===== src/rtl/tsa_pkg.sv =====
package tsa_pkg;
    // states of the serial word receiver
    typedef enum logic [1:0] {
        C_IDLE   = 2'd0,
        C_SHIFT  = 2'd1,
        C_COMMIT = 2'd2
    } ctl_state_e;
endpackage


===== src/rtl/tsa_ctl_rx.sv =====
module tsa_ctl_rx
    import tsa_pkg::*;
#(
    parameter int CH_W   = 2,
    parameter int WORD_W = 8
) (
    input  logic              clk,
    input  logic              rst_n,
    input  logic              ctl_clk,
    input  logic              ctl_sel_n,
    input  logic              ctl_data,
    input  logic [CH_W-1:0]   ch_sel,
    output logic              word_valid,
    output logic [WORD_W-1:0] word,
    output logic [CH_W-1:0]   word_chan
);
    localparam int CNT_W = $clog2(WORD_W + 2);
    localparam logic [CNT_W-1:0] CNT_FULL = CNT_W'(WORD_W);
    localparam logic [CNT_W-1:0] CNT_OVER = CNT_W'(WORD_W + 1);

    // two-stage samplers into the bit-clock domain
    logic [1:0] clk_sync, sel_sync, dat_sync;
    logic       clk_prev;

    always_ff @(posedge clk or negedge rst_n) begin
        if (!rst_n) begin
            clk_sync <= '0;
            sel_sync <= '1;
            dat_sync <= '0;
            clk_prev <= 1'b0;
        end else begin
            clk_sync <= {clk_sync[0], ctl_clk};
            sel_sync <= {sel_sync[0], ctl_sel_n};
            dat_sync <= {dat_sync[0], ctl_data};
            clk_prev <= clk_sync[1];
        end
    end

    logic clk_rise, sel_high;
    assign clk_rise = clk_sync[1] & ~clk_prev;
    assign sel_high = sel_sync[1];

    ctl_state_e state_q, state_d;

    always_comb begin
        state_d = state_q;
        unique case (state_q)
            C_IDLE:   if (!sel_high) state_d = C_SHIFT;
            C_SHIFT:  if (sel_high)  state_d = C_COMMIT;
            C_COMMIT: state_d = C_IDLE;
            default:  state_d = C_IDLE;
        endcase
    end

    always_ff @(posedge clk or negedge rst_n) begin
        if (!rst_n) state_q <= C_IDLE;
        else        state_q <= state_d;
    end

    // word datapath
    logic [WORD_W-1:0] shreg_q;
    logic [CNT_W-1:0]  cnt_q;
    logic [CH_W-1:0]   chan_q;

    always_ff @(posedge clk or negedge rst_n) begin
        if (!rst_n) begin
            shreg_q <= '0;
            cnt_q   <= '0;
            chan_q  <= '0;
        end else if (state_q == C_IDLE && !sel_high) begin
            chan_q <= ch_sel;
            cnt_q  <= '0;
        end else if (state_q == C_SHIFT && !sel_high && clk_rise) begin
            shreg_q <= {shreg_q[WORD_W-2:0], dat_sync[1]};
            if (cnt_q != CNT_OVER) cnt_q <= cnt_q + 1'b1;
        end
    end

    // output process
    always_comb begin
        word_valid = (state_q == C_COMMIT) && (cnt_q == CNT_FULL);
        word       = shreg_q;
        word_chan  = chan_q;
    end
endmodule


===== src/rtl/tsa_dir_engine.sv =====
module tsa_dir_engine #(
    parameter int CHANNELS = 4,
    parameter int SLOT_W   = 6,
    parameter int BIT_W    = 3
) (
    input  logic                        clk,
    input  logic                        rst_n,
    input  logic                        frame_start,
    input  logic                        upd_valid,
    input  logic [$clog2(CHANNELS)-1:0] upd_chan,
    input  logic                        upd_en,
    input  logic [SLOT_W-1:0]           upd_slot,
    output logic [CHANNELS-1:0]         sync_out,
    output logic                        any_out
);
    localparam int CH_W  = $clog2(CHANNELS);
    localparam int POS_W = SLOT_W + BIT_W;

    logic             running;
    logic [POS_W-1:0] cnt_q, pos;

    // position of the current cycle; a frame start is position 0 itself
    assign pos = frame_start ? '0 : cnt_q;

    always_ff @(posedge clk or negedge rst_n) begin
        if (!rst_n) begin
            running <= 1'b0;
            cnt_q   <= '0;
        end else if (frame_start) begin
            running <= 1'b1;
            cnt_q   <= POS_W'(1);
        end else if (running) begin
            cnt_q <= cnt_q + 1'b1;
        end
    end

    logic [CHANNELS-1:0] hit;

    for (genvar g = 0; g < CHANNELS; g++) begin : g_ch
        logic              stg_en, live_en, eff_en;
        logic [SLOT_W-1:0] stg_slot, live_slot, eff_slot;

        always_ff @(posedge clk or negedge rst_n) begin
            if (!rst_n) begin
                stg_en    <= 1'b0;
                stg_slot  <= '0;
                live_en   <= 1'b0;
                live_slot <= '0;
            end else begin
                if (frame_start) begin
                    live_en   <= stg_en;
                    live_slot <= stg_slot;
                end
                if (upd_valid && upd_chan == CH_W'(g)) begin
                    stg_en   <= upd_en;
                    stg_slot <= upd_slot;
                end
            end
        end

        assign eff_en   = frame_start ? stg_en   : live_en;
        assign eff_slot = frame_start ? stg_slot : live_slot;
        assign hit[g]   = eff_en && (pos[POS_W-1:BIT_W] == eff_slot);
    end

    always_ff @(posedge clk or negedge rst_n) begin
        if (!rst_n) begin
            sync_out <= '0;
            any_out  <= 1'b0;
        end else begin
            sync_out <= hit;
            any_out  <= |hit;
        end
    end
endmodule


===== src/rtl/slot_sync_assigner.sv =====
module slot_sync_assigner #(
    parameter int CHANNELS      = 4,
    parameter int SLOTS         = 64,
    parameter int BITS_PER_SLOT = 8
) (
    input  logic                        bclk,
    input  logic                        rst_n,
    input  logic                        tx_fs,
    input  logic                        rx_fs,
    input  logic                        ctl_clk,
    input  logic                        ctl_sel_n,
    input  logic                        ctl_data,
    input  logic [$clog2(CHANNELS)-1:0] ch_sel,
    output logic [CHANNELS-1:0]         fsx,
    output logic [CHANNELS-1:0]         fsr,
    output logic                        tsx_n
);
    localparam int CH_W   = $clog2(CHANNELS);
    localparam int SLOT_W = $clog2(SLOTS);
    localparam int BIT_W  = $clog2(BITS_PER_SLOT);
    localparam int WORD_W = SLOT_W + 2;

    logic              word_valid;
    logic [WORD_W-1:0] word;
    logic [CH_W-1:0]   word_chan;

    tsa_ctl_rx #(.CH_W(CH_W), .WORD_W(WORD_W)) u_ctl (
        .clk        (bclk),
        .rst_n      (rst_n),
        .ctl_clk    (ctl_clk),
        .ctl_sel_n  (ctl_sel_n),
        .ctl_data   (ctl_data),
        .ch_sel     (ch_sel),
        .word_valid (word_valid),
        .word       (word),
        .word_chan  (word_chan)
    );

    // direction decode: X,R = 00 invalidates both, otherwise selected ones load
    logic sel_x, sel_r, upd_tx, upd_rx, upd_en;
    assign sel_x  = word[WORD_W-1];
    assign sel_r  = word[WORD_W-2];
    assign upd_tx = word_valid && (sel_x || !sel_r);
    assign upd_rx = word_valid && (sel_r || !sel_x);
    assign upd_en = sel_x | sel_r;

    logic tx_any, rx_any;

    tsa_dir_engine #(.CHANNELS(CHANNELS), .SLOT_W(SLOT_W), .BIT_W(BIT_W)) u_tx (
        .clk         (bclk),
        .rst_n       (rst_n),
        .frame_start (tx_fs),
        .upd_valid   (upd_tx),
        .upd_chan    (word_chan),
        .upd_en      (upd_en),
        .upd_slot    (word[SLOT_W-1:0]),
        .sync_out    (fsx),
        .any_out     (tx_any)
    );

    tsa_dir_engine #(.CHANNELS(CHANNELS), .SLOT_W(SLOT_W), .BIT_W(BIT_W)) u_rx (
        .clk         (bclk),
        .rst_n       (rst_n),
        .frame_start (rx_fs),
        .upd_valid   (upd_rx),
        .upd_chan    (word_chan),
        .upd_en      (upd_en),
        .upd_slot    (word[SLOT_W-1:0]),
        .sync_out    (fsr),
        .any_out     (rx_any)
    );

    logic rx_any_unused;
    assign rx_any_unused = rx_any;
    assign tsx_n = ~tx_any;
endmodule


===== config.mk =====
export PLATFORM = sky130hd
export DESIGN_NAME = slot_sync_assigner
export DESIGN_NICKNAME = d
export VERILOG_FILES = /design/src/rtl/tsa_pkg.sv /design/src/rtl/tsa_ctl_rx.sv /design/src/rtl/tsa_dir_engine.sv /design/src/rtl/slot_sync_assigner.sv
export SDC_FILE = /design/constraint.sdc
export NUM_CORES = 1
export LEC_CHECK = 0
export BUFFER_PORTS_ARGS = -buffer_cell sky130_fd_sc_hd__buf_2
export CAP_MARGIN = 40
export CORE_MARGIN = 1
export CORE_UTILIZATION = 40
export CTS_CLUSTER_SIZE = 40
export DETAILED_ROUTE_END_ITERATION = 12
export GPL_TIMING_DRIVEN = 1
export SKIP_LAST_GASP = 1
export SLEW_MARGIN = 10
export SYNTH_ARGS = -nofsm -noshare
export SYNTH_HDL_FRONTEND = slang
export SYNTH_SLANG_ARGS = --single-unit

===== constraint.sdc =====
create_clock -name bclk -period 4.9 [get_ports bclk]
set_clock_uncertainty 0.2 [all_clocks]
set_input_delay 0.245 -clock bclk [delete_from_list [all_inputs] [get_ports bclk]]
set_output_delay 0.245 -clock bclk [all_outputs]
set_load 0.05 [all_outputs]

==> results.txt <==
Pin count of the biggest net entering global routing: 56
Number of buffers added on ports: 17
Post-synthesis register bit count: 164
Share of the clock period used by the worst path after layout: 45.32%
Total negative setup slack: 0 ns
Number of enable flip-flop cells after synthesis: 0
Highest fanout seen on the critical path: 47
Root buffer cell: clkbuf_16
Mapped Area: 0.006995 sq mm
DRC violation total after the first TritonRoute iteration: 240
Fraction of layout instances using a drive strength above 1: 28.35%
Clock period minus worst slack: 2.221 ns
Warning count from the yosys run: 0
Run status: finished, final reports clean
Final Setup Violations: 0
Antenna Cells: 0
Total number of H-tree levels: 4
Avg Cell Area, Syn: 12.70 sq um
Overall die height: 134.2 um
Critical path start-end classification: in -> reg
Later-pin clock latency in the skew report: 0.42 ns
List of most frequent post-synthesis cells: dfrtp_1 (162), mux2_2 (106), nand2_1 (31), nor2_1 (25), inv_1 (23)
Post-synth cell types: 52
Most instantiated flip-flop cell in the synthesis netlist: dfrtp_1
FF-to-FF setup slack: 2.77 ns
Max Clock Freq: 450.3 MHz
Endpoint required time on the critical path: 4.99 ns
Leading post-synthesis cells by cell area: dfrtp_1 (58%), mux2_2 (17%), xnor2_1 (2.0%), nand2_1 (1.7%), nor2_1 (1.3%)
Max-slew violation total from the final report: 0
GRT Total Usage: 16.99%
Post-Route WL: 14,010 um
Power density over the cells: 377.6 mW/mm^2
Nature of the critical path startpoint: input port
Number of hold violations in the final report: 0
Effective utilization at floorplan: 41.59%
Horizontal die dimension: 134.2 um
Most common cell in the synthesized netlist: dfrtp_1
Synth async-reset ratio: 100.0%
Count of nets after finishing: 591
Unrepaired setup endpoints after global routing: false
Cell count after synthesis: 551
Final Core Density: 47.94%
Remaining design rule violation count: 0
Clock transition at path regs: 0.06 ns
Average detailed-routed wire length per instance: 17.32 um
Via count: 4,374
Area leader, netlist: dfrtp_1
Global route overflow: 0
Total CTS buffers: 17
Area share of the largest cell type after synthesis: 57.95%
Least-Margin Pin Slew: 0.7528 ns
Portion of the post-synthesis area used by sequential elements: 58.70%
Number of routed nets with antenna violations: 0
Nature of the critical path endpoint: register
Class of the worst hold path: in -> reg
Peak supply drop: 0.2760 mV
Placed wire-length estimate after detailed placement: 9756 um
Net Count, Synth: 565
Antenna violations before repair: 0
Area growth from synthesis to layout: 15.26%
Number of global-route vias before repair: 4,621
Clock tree from TritonCTS: done
WP data arrival: 2.31 ns
Number of filler cells placed in the layout: 1,514
Floorplan die area: 0.01802 sq mm
CTS Buffer Depth: 2
Number of top-level pins: 18
Total power consumption of the routed design: 3.045 mW
Global-route wire length before repair: 23,710 um
Static Leak: 3.899 nW
Total clock sinks: 164
Final GP Congestion: 0.8046
Cell row count: 47
First-pass iteration count of the detailed router: 6
Maximum capacitance violations: 0
Drt via density: 5.407
Worst max-slew margin expressed relative to the limit: 49.43%
Core Box Area: 0.01682 sq mm
sequential cells by signal, summed over array words and instances (netlist names), 4 cells and up:
register             cells
u_rx.g_ch.live_slot     24
u_rx.g_ch.stg_slot      24
u_tx.g_ch.live_slot     24
u_tx.g_ch.stg_slot      24
u_rx.cnt_q               9
u_tx.cnt_q               9
u_ctl.word               8
u_ctl.cnt_q              4
u_rx.g_ch.live_en        4
u_rx.g_ch.stg_en         4
u_rx.sync_out            4
u_tx.g_ch.live_en        4
u_tx.g_ch.stg_en         4
u_tx.sync_out            4
placed cells by master (no fill, tap or decap), types with 3 or more instances in the layout:
master | synthesis | routed
bufinv_16 | 0 | 6
a21oi_1 | 18 | 18
ha_1 | 5 | 5
dfrtp_1 | 162 | 162
or4_1 | 3 | 3
xnor2_1 | 16 | 16
inv_1 | 23 | 23
mux2_2 | 106 | 106
nor2b_1 | 4 | 4
nor4_1 | 7 | 7
dlygate4sd3_1 | 0 | 7
nand2_1 | 31 | 31
nand3_1 | 11 | 11
o21ai_0 | 11 | 11
xor2_1 | 6 | 6
a22oi_1 | 7 | 7
mux2_1 | 5 | 5
clkbuf_16 | 0 | 17
clkinv_2 | 0 | 4
a222oi_1 | 4 | 4
nor3_1 | 10 | 10
mux2i_1 | 5 | 5
nor2_1 | 25 | 25
a221oi_1 | 4 | 4
or3_1 | 7 | 7
o22ai_1 | 12 | 12
nand2b_1 | 8 | 8
nand4_1 | 7 | 7
buf_2 | 6 | 16
critical path: stages:
cell	delay [ns]
dlygate4sd3_1	0.52
buf_2	0.16
buf_12	0.24
mux2_4	0.33
o311a_1	0.11
and4_4	0.18
or4_1	0.50
layout make-up:
cell class | count | area, sq um | share of cell area [%]
tap | 220 | 275.3 | 3.414
timing repair buffer | 29 | 244.0 | 3.026
sequential | 164 | 4106 | 50.93
inverter | 25 | 93.84 | 1.164
clock inverter | 14 | 232.7 | 2.886
multi-input combinational | 340 | 2685 | 33.30
clock buffer | 17 | 425.4 | 5.276
logic make-up after synthesis:
family / Yosys count / share of synthesized area, %
AOI/OAI and AO/OA: 70 / 6.600
xor gates and xnor gates: 22 / 2.754
adders and majority gates: 5 / 0.8943
buffers and inverters: 47 / 2.915
DFF: 164 / 58.70
muxes: 117 / 18.80
and+or+nand+nor: 126 / 9.336
where the power goes:
part           total [mW]  internal [mW]  switching (mW)  leakage, nW
sequential           1.44           1.38          0.0639         2.24
clock                1.48          0.952           0.527        0.319
combinational       0.121         0.0516          0.0694         1.34
total                3.04           2.38           0.660         3.90
worst paths after layout:
kind,startpoint,to,cells after the start
max,tx_fs,u_tx.any_out,7
min,rx_fs,u_rx.sync_out[2],3
max reg2reg,u_ctl.state_q[1],u_ctl.cnt_q[2],5
min reg2reg,u_ctl.dat_sync[0],u_ctl.dat_sync[1],0
max in group asynchronous,rst_n,u_ctl.sel_sync[1],4
min in group asynchronous,rst_n,u_tx.sync_out[1],2
stage by stage:
stage / setup slack, ns / instance area [sq um] / hold slack [ns] / cells
after detailed placement: 2.747 / 7335 / -0.007568 / 771
after global routing: 2.535 / 8063 / 0.08336 / 809
after floorplan: 3.063 / 6995 / -0.2506 / 551
after CTS: 2.689 / 8063 / 0.06327 / 809
final: 2.679 / 8063 / 0.09740 / 809
after global placement: 2.362 / 7267 / -0.01304 / 768
metal layers:
| metal | vias to the layer above | routed length (um) | GRT usage [%] |
|---|---|---|---|
| li1 | 2021 | - | - |
| met1 | 2267 | 6545 | 22.19 |
| met2 | 71 | 6865 | 28.09 |
| met3 | 15 | 391 | 3.439 |
| met4 | 0 | 210 | 5.930 |
| met5 | - | 0 | 0 |
timing repair:
| action | 4_1_cts | 5_1_grt |
|---|---|---|
| resized for setup | 0 | 0 |
| hold endpoints to repair | 51 | 0 |
| hold buffers | 7 | 0 |
| setup buffers | 0 | 0 |
Note: power is estimated with default switching activity, not from simulation.
